==> config.mk <==
export PLATFORM = sky130hd
export DESIGN_NAME = wdog_timer
export DESIGN_NICKNAME = d
export VERILOG_FILES = /design/src/rtl/wdog_pkg.sv /design/src/rtl/wdog_chain.sv /design/src/rtl/wdog_pulse.sv /design/src/rtl/wdog_regs.sv /design/src/rtl/wdog_timer.sv
export SDC_FILE = /design/constraint.sdc
export NUM_CORES = 1
export LEC_CHECK = 0
export ABC_AREA = 1
export BUFFER_PORTS_ARGS = -buffer_cell sky130_fd_sc_hd__buf_2
export CAP_MARGIN = 40
export CELL_PAD_IN_SITES_DETAIL_PLACEMENT = 1
export CELL_PAD_IN_SITES_GLOBAL_PLACEMENT = 1
export CORE_ASPECT_RATIO = 0.75
export CORE_MARGIN = 3
export CORE_UTILIZATION = 44
export CTS_CLUSTER_DIAMETER = 30
export DETAILED_ROUTE_END_ITERATION = 10
export PLACE_DENSITY = 0.77
export SYNTH_ARGS = -nofsm -noshare
export SYNTH_HDL_FRONTEND = slang
export SYNTH_SLANG_ARGS = --single-unit
export TNS_END_PERCENT = 5
==> constraint.sdc <==
create_clock -name clk_i -period 2.3 [get_ports clk_i]
set_input_delay 0.46 -clock clk_i [delete_from_list [all_inputs] [get_ports clk_i]]
set_output_delay 0.46 -clock clk_i [all_outputs]
set_load 0.05 [all_outputs]
==> src/rtl/wdog_pkg.sv <==
package wdog_pkg;
  typedef logic [7:0] byte_t;
  typedef enum logic [1:0] {RSEL_NONE, RSEL_CTRL, RSEL_STAT} rsel_e;
endpackage

==> src/rtl/wdog_chain.sv <==
module wdog_chain #(
  parameter int unsigned PRE_W      = 12,
  parameter int unsigned CNT_W      = 6,
  parameter int unsigned LOW_W      = 4,
  parameter int unsigned SHORT_BITS = 13
) (
  input  logic clk_i,
  input  logic rst_ni,
  input  logic hold_i,
  input  logic clr_all_i,
  input  logic clr_pre_i,
  input  logic svc_i,
  input  logic rate_i,
  output logic ovf_o
);
  localparam int unsigned CH_W = PRE_W + CNT_W;

  logic [CH_W-1:0]  ch_q, ch_d, inc;
  logic [LOW_W-1:0] ph_q, ph_d;
  logic             long_hit, short_hit, ph_match;

  assign inc = ch_q + 1'b1;

  always_comb begin
    ch_d = inc;
    ph_d = ph_q;
    if (hold_i || clr_all_i) begin
      ch_d = '0;
      ph_d = '0;
    end else if (clr_pre_i) begin
      ch_d = {ch_q[CH_W-1:PRE_W], {PRE_W{1'b0}}};
      ph_d = '0;
    end else if (svc_i) begin
      // upper stages cleared, low stages keep running; remember their phase
      ch_d = '0;
      ch_d[LOW_W-1:0] = inc[LOW_W-1:0];
      ph_d = inc[LOW_W-1:0];
    end
  end

  // overflow detected on next state so the fall lands on the exact edge
  assign long_hit  = &ch_d[CH_W-1:LOW_W];
  assign short_hit = &ch_d[SHORT_BITS-1:LOW_W];
  assign ph_match  = (ch_d[LOW_W-1:0] == ph_d);
  assign ovf_o     = !hold_i && !clr_all_i && ph_match && (rate_i ? short_hit : long_hit);

  always_ff @(posedge clk_i or negedge rst_ni) begin
    if (!rst_ni) begin
      ch_q <= '0;
      ph_q <= '0;
    end else begin
      ch_q <= ch_d;
      ph_q <= ph_d;
    end
  end


  svc_clear_chk: assert property (@(posedge clk_i) disable iff (!rst_ni)
    (svc_i && !hold_i && !clr_all_i && !clr_pre_i) |=>
      (ch_q[CH_W-1:LOW_W] == '0) && (ch_q[LOW_W-1:0] == ph_q));

  hold_zero_chk: assert property (@(posedge clk_i) disable iff (!rst_ni)
    (hold_i || clr_all_i) |=> (ch_q == '0) && (ph_q == '0));

  stop_clear_chk: assert property (@(posedge clk_i) disable iff (!rst_ni)
    (clr_pre_i && !hold_i && !clr_all_i) |=> (ch_q[PRE_W-1:0] == '0));
endmodule

==> src/rtl/wdog_pulse.sv <==
module wdog_pulse #(
  parameter int unsigned PULSE_LEN = 32
) (
  input  logic clk_i,
  input  logic rst_ni,
  input  logic start_i,
  output logic act_o
);
  localparam int unsigned CW = (PULSE_LEN > 1) ? $clog2(PULSE_LEN) : 1;
  localparam logic [CW-1:0] LAST = CW'(PULSE_LEN - 1);

  logic          act_q;
  logic [CW-1:0] cnt_q;

  always_ff @(posedge clk_i or negedge rst_ni) begin
    if (!rst_ni) begin
      act_q <= 1'b0;
      cnt_q <= '0;
    end else if (start_i && !act_q) begin
      act_q <= 1'b1;
      cnt_q <= '0;
    end else if (act_q) begin
      if (cnt_q == LAST) act_q <= 1'b0;
      else               cnt_q <= cnt_q + 1'b1;
    end
  end

  assign act_o = act_q;


  pulse_len_chk: assert property (@(posedge clk_i) disable iff (!rst_ni)
    $fell(act_q) |-> ($past(cnt_q) == LAST));

  no_retrigger_chk: assert property (@(posedge clk_i) disable iff (!rst_ni)
    act_q |-> !start_i);
endmodule

==> src/rtl/wdog_regs.sv <==
module wdog_regs import wdog_pkg::*; #(
  parameter int unsigned     ADDR_W    = 4,
  parameter logic [ADDR_W-1:0] CTRL_ADDR = '1,
  parameter logic [ADDR_W-1:0] STAT_ADDR = ADDR_W'(1),
  parameter byte_t           VEC_LO    = 8'hA5,
  parameter int unsigned     FLAG_BIT  = 1
) (
  input  logic              clk_i,
  input  logic              rst_ni,
  input  logic              rd_i,
  input  logic              wr_i,
  input  logic [ADDR_W-1:0] addr_i,
  input  logic              set_i,
  output logic              svc_o,
  output logic              flag_o,
  output byte_t             rdata_o
);
  rsel_e rsel;
  byte_t rd_mux, stat_b, rdata_q;
  logic  flag_q, rd_stat_q;

  always_comb begin
    rsel = RSEL_NONE;
    if (addr_i == CTRL_ADDR)      rsel = RSEL_CTRL;
    else if (addr_i == STAT_ADDR) rsel = RSEL_STAT;
  end

  assign svc_o = wr_i && (rsel == RSEL_CTRL);

  always_comb begin
    stat_b = '0;
    stat_b[FLAG_BIT] = flag_q;
    case (rsel)
      RSEL_CTRL: rd_mux = VEC_LO;
      RSEL_STAT: rd_mux = stat_b;
      default:   rd_mux = '0;
    endcase
  end

  always_ff @(posedge clk_i or negedge rst_ni) begin
    if (!rst_ni) begin
      rdata_q   <= '0;
      flag_q    <= 1'b0;
      rd_stat_q <= 1'b0;
    end else begin
      rd_stat_q <= rd_i && (rsel == RSEL_STAT);
      if (rd_i) rdata_q <= rd_mux;
      if (set_i)          flag_q <= 1'b1;
      else if (rd_stat_q) flag_q <= 1'b0;
    end
  end

  assign flag_o  = flag_q;
  assign rdata_o = rdata_q;


  flag_set_chk: assert property (@(posedge clk_i) disable iff (!rst_ni)
    set_i |=> flag_q);

  flag_clear_chk: assert property (@(posedge clk_i) disable iff (!rst_ni)
    (rd_stat_q && !set_i) |=> !flag_q);

  ctrl_read_chk: assert property (@(posedge clk_i) disable iff (!rst_ni)
    (rd_i && rsel == RSEL_CTRL) |=> (rdata_o == VEC_LO));
endmodule

==> src/rtl/wdog_timer.sv <==
module wdog_timer import wdog_pkg::*; #(
  parameter int unsigned       PRE_W      = 12,
  parameter int unsigned       CNT_W      = 6,
  parameter int unsigned       LOW_W      = 4,
  parameter int unsigned       SHORT_BITS = 13,
  parameter int unsigned       PULSE_LEN  = 32,
  parameter int unsigned       POR_DLY    = 4096,
  parameter int unsigned       ADDR_W     = 4,
  parameter logic [ADDR_W-1:0] CTRL_ADDR  = '1,
  parameter logic [ADDR_W-1:0] STAT_ADDR  = ADDR_W'(1),
  parameter byte_t             VEC_LO     = 8'hA5
) (
  input  logic              clk_i,
  input  logic              rst_ni,
  input  logic              int_rst_i,
  input  logic              stop_i,
  input  logic              rate_sel_i,
  input  logic              wd_dis_i,
  input  logic              rd_i,
  input  logic              wr_i,
  input  logic [ADDR_W-1:0] addr_i,
  output logic [7:0]        rdata_o,
  output logic              rst_no,
  output logic              wd_flag_o
);
  localparam int unsigned POR_W = $clog2(POR_DLY + 1);

  logic [POR_W-1:0] por_q;
  logic             por_done, pulse_act, ovf, svc, hold;

  assign por_done = (por_q == POR_W'(POR_DLY));

  always_ff @(posedge clk_i or negedge rst_ni) begin
    if (!rst_ni)        por_q <= '0;
    else if (!por_done) por_q <= por_q + 1'b1;
  end

  assign hold = pulse_act | wd_dis_i | ~por_done;

  wdog_chain #(
    .PRE_W(PRE_W), .CNT_W(CNT_W), .LOW_W(LOW_W), .SHORT_BITS(SHORT_BITS)
  ) u_chain (
    .clk_i(clk_i), .rst_ni(rst_ni), .hold_i(hold), .clr_all_i(int_rst_i),
    .clr_pre_i(stop_i), .svc_i(svc), .rate_i(rate_sel_i), .ovf_o(ovf)
  );

  wdog_pulse #(.PULSE_LEN(PULSE_LEN)) u_pulse (
    .clk_i(clk_i), .rst_ni(rst_ni), .start_i(ovf), .act_o(pulse_act)
  );

  wdog_regs #(
    .ADDR_W(ADDR_W), .CTRL_ADDR(CTRL_ADDR), .STAT_ADDR(STAT_ADDR),
    .VEC_LO(VEC_LO), .FLAG_BIT(1)
  ) u_regs (
    .clk_i(clk_i), .rst_ni(rst_ni), .rd_i(rd_i), .wr_i(wr_i), .addr_i(addr_i),
    .set_i(ovf), .svc_o(svc), .flag_o(wd_flag_o), .rdata_o(rdata_o)
  );

  assign rst_no = ~pulse_act;


  por_hold_chk: assert property (@(posedge clk_i) disable iff (!rst_ni)
    !por_done |-> rst_no);

  dis_quiet_chk: assert property (@(posedge clk_i) disable iff (!rst_ni)
    wd_dis_i |-> !ovf);
endmodule

==> impl_metrics.json <==
{
  "numClockSinks": 45,
  "yosysSeqAreaShare": 0.432,
  "fin_nets": 394,
  "setup_violations": 0,
  "synthToLayoutAreaGrowth_pct": 18.2,
  "num-fill-cells": 727,
  "seqPwrFrac": 0.500,
  "vdd_drop_max_mv": 0.332,
  "cp_data_required_time_ns": 2.49,
  "p_leak_nw": 1.47,
  "drt_iter0_drc": 71,
  "drt-vias-per-instance": 4.95,
  "cp-end-kind": "register",
  "slew_violations": 0,
  "fp.dieH_microns": 72.6,
  "clockBufferDepth": 2,
  "ioPinCount": 22,
  "p_switching_mw": 0.350,
  "route.vias.total": 2241,
  "grtUsageMet3": 0.0371,
  "final_cells": 453,
  "p_sw_frac": 0.219,
  "netlist_area_sq_um": 2600,
  "fin_tns_setup_ns": 0,
  "syn_avg_cell_area_sq_um": 7.59,
  "gr-total-overflow": 0,
  "layout_commonest_cell": "nand2_1",
  "crit_path_start_kind": "register",
  "post-route-util": 0.557,
  "cts.clk_slew.worst_paths_ns": 0.09,
  "htreeDepth": 2,
  "grt_pass1_vias": 2227,
  "cts_buffers": 5,
  "cp_max_fo": 5,
  "core_sq_um": 5530,
  "firstDrtPassIters": 4,
  "synth_area_leader_cell": "dfrtp_1",
  "cp_top_family": "simple AND/OR/NAND/NOR gates",
  "num_rows": 23,
  "root_buffer": "clkbuf_8",
  "layout-drive-gt1-share": 0.217,
  "slowest_stage": "dfrtp_1",
  "drc": 0,
  "place.gp.congestion": 0.811,
  "cap_viol_max_count": 0,
  "outcome": "completed",
  "criticalPathCategory": "reg -> reg",
  "routed_wl_mm": 6.14,
  "multiInputGateArea_sq_um": 1320,
  "antenna_cells": 0,
  "synthTopCellsByArea": "dfrtp_1 43%, nand2_1 11%, nor2_1 8.1%, inv_1 7.5%, nand3_1 6.0%",
  "ys_ff_latch": 45,
  "arrival_ns": 2.39,
  "p_int_mw": 1.25,
  "ys_types": 29,
  "period_share": 0.955,
  "placed_cells": 436,
  "antenna_left": 0,
  "p_total_mw": 1.60,
  "start_util": 0.471,
  "grt.busiest_layer": "met1",
  "grt.total_usage": 0.195,
  "dieWidth_microns": 94.8,
  "cp_common_cell": "nand2_2",
  "gr-usage-met2": 0.284,
  "layout_common_cells": "69 x nand2_1, 52 x nor2_1, 48 x inv_1",
  "port_buffers": 18,
  "critPathMaxStageDelay_ns": 0.42,
  "grt_max_degree": 26,
  "holdBufCountCts": 0,
  "yosysWarnings": 0,
  "crit_chain": "inv_2, ha_4, nand2_2, inv_2, nand2_2, nor2_4, nand3_4, buf_12, nor2_4, nand2_2, nand2_2, nand3_2, nor2_2, nand3_2, nand2_4, a21oi_2",
  "pwr-share-clk": 0.443,
  "regArea_sq_um": 1130,
  "cts_tree": "built",
  "power_per_cell_area_nw_per_um2": 519,
  "fin_crit_ns": 2.20,
  "worst_pin_slew_ns": 0.513,
  "final-hold-violation-count": 0,
  "met1_usage": 0.300,
  "relSlewSlack": 0.655,
  "insertion_delay_ns": 0.30,
  "crit_buf_inv": 3,
  "p_comb_frac": 0.058,
  "finalClockSkew_ns": 0.00675,
  "synthesis.instances": 343,
  "hp-class": "in -> async",
  "grt_antenna_before_repair": 0,
  "die_area_sq_um": 6890,
  "wl_per_cell_microns": 13.5,
  "grt_pass1_wl_mm": 10.5,
  "dp_hpwl_mm": 4.66,
  "max_freq_mhz": 455,
  "synth_top_area_share": 0.432
}
-- kinds of logic (layout without fill, tap and decap cells) --
logic type               Yosys count  in the layout  synth area share
XOR/XNOR                          17             17            0.0572
adder cells (fa/ha/maj)            5              5            0.0240
AO/OA/AOI/OAI                     16             16            0.0355
flip-flops                        45             45             0.432
buffers and inverters             60             93            0.0956
multiplexers                       1              1           0.00432
other                              1              3           0.00144
AND/OR/NAND/NOR                  198            198             0.350
-- area by class of cell --
| cell class | instances | share of cell area |
|---|---|---|
| clock buffer | 5 | 0.0224 |
| inverter | 53 | 0.0646 |
| timing repair buffer | 32 | 0.0675 |
| clock inverter | 3 | 0.0211 |
| multi-input combinational | 240 | 0.428 |
| sequential | 45 | 0.366 |
| tap | 75 | 0.0305 |
-- flip-flops by register name, indices dropped and copies added, names as in the netlist --
name / count
u_regs.rdata_o: 2
u_chain.ch_q: 18
por_q: 13
u_regs.rd_stat_q: 1
u_pulse.cnt_q: 5
u_regs.flag_o: 1
u_pulse.act_o: 1
u_chain.ph_q: 4
-- cells in the mapped netlist --
library cell	n
dfrtp_1	45
nand2_1	76
nand3_2	1
buf_4	6
nand3b_1	1
conb_1	1
nand3_1	31
buf_2	1
inv_1	52
nor2_1	56
o21ai_2	1
xor2_1	11
nor2_2	7
nand2_4	1
nand3_4	1
a31oi_1	1
ha_1	5
and3_1	2
o21ai_0	3
xnor2_1	6
nand4_1	8
inv_2	1
mux2_2	1
nor2_4	4
nand2_2	1
nor3_4	1
a21oi_2	2
nor3_1	8
a21oi_1	9
-- layer usage --
metal | wire length, microns | vias to the layer above
met2 | 2640 | 27
met3 | 160 | 5
li1 | - | 1124
met4 | 53 | 0
met1 | 3280 | 1085
met5 | 0 | -
-- stage by stage --
step           hold slack, ns  cell area [sq um]  worst slack [ns]
3_3_place_gp            0.439               2780             0.155
2_1_floorplan           0.164               2610             0.432
6_report                0.129               3080             0.104
4_1_cts                 0.140               2920            0.0803
3_5_place_dp            0.429               2780             0.115
5_1_grt                 0.148               3080           -0.0307
-- final timing paths --
path | start | end | slack, ns | cells after the start
setup / recovery | por_q[0] | u_pulse.cnt_q[2] | 0.10 | 16
hold / removal | rst_ni | por_q[4] | 0.13 | 2
setup reg to reg | por_q[0] | u_pulse.cnt_q[2] | 0.10 | 16
hold reg to reg | u_regs.rd_stat_q | u_regs.flag_o | 0.44 | 1
max in group asynchronous | rst_ni | u_chain.ch_q[14] | 1.88 | 2
min in group clk_i | addr_i[1] | u_regs.rd_stat_q | 0.33 | 2
-- power groups by stage --
stage                     sequential [mW]  clock (mW)  combinational [mW]
after global placement              0.814           0              0.0925
after detailed placement            0.814           0              0.0934
after global routing                0.799       0.764               0.101
after floorplan                     0.828           0              0.0403
after CTS                           0.798       0.725              0.0938
final                               0.798       0.707              0.0919
-- what timing repair did --
item | 4_1_cts | 5_1_grt
resized for setup | 0 | 25
setup endpoints to repair | 0 | 7
setup buffers | 0 | 9
Power figures use the tool's default switching activity.
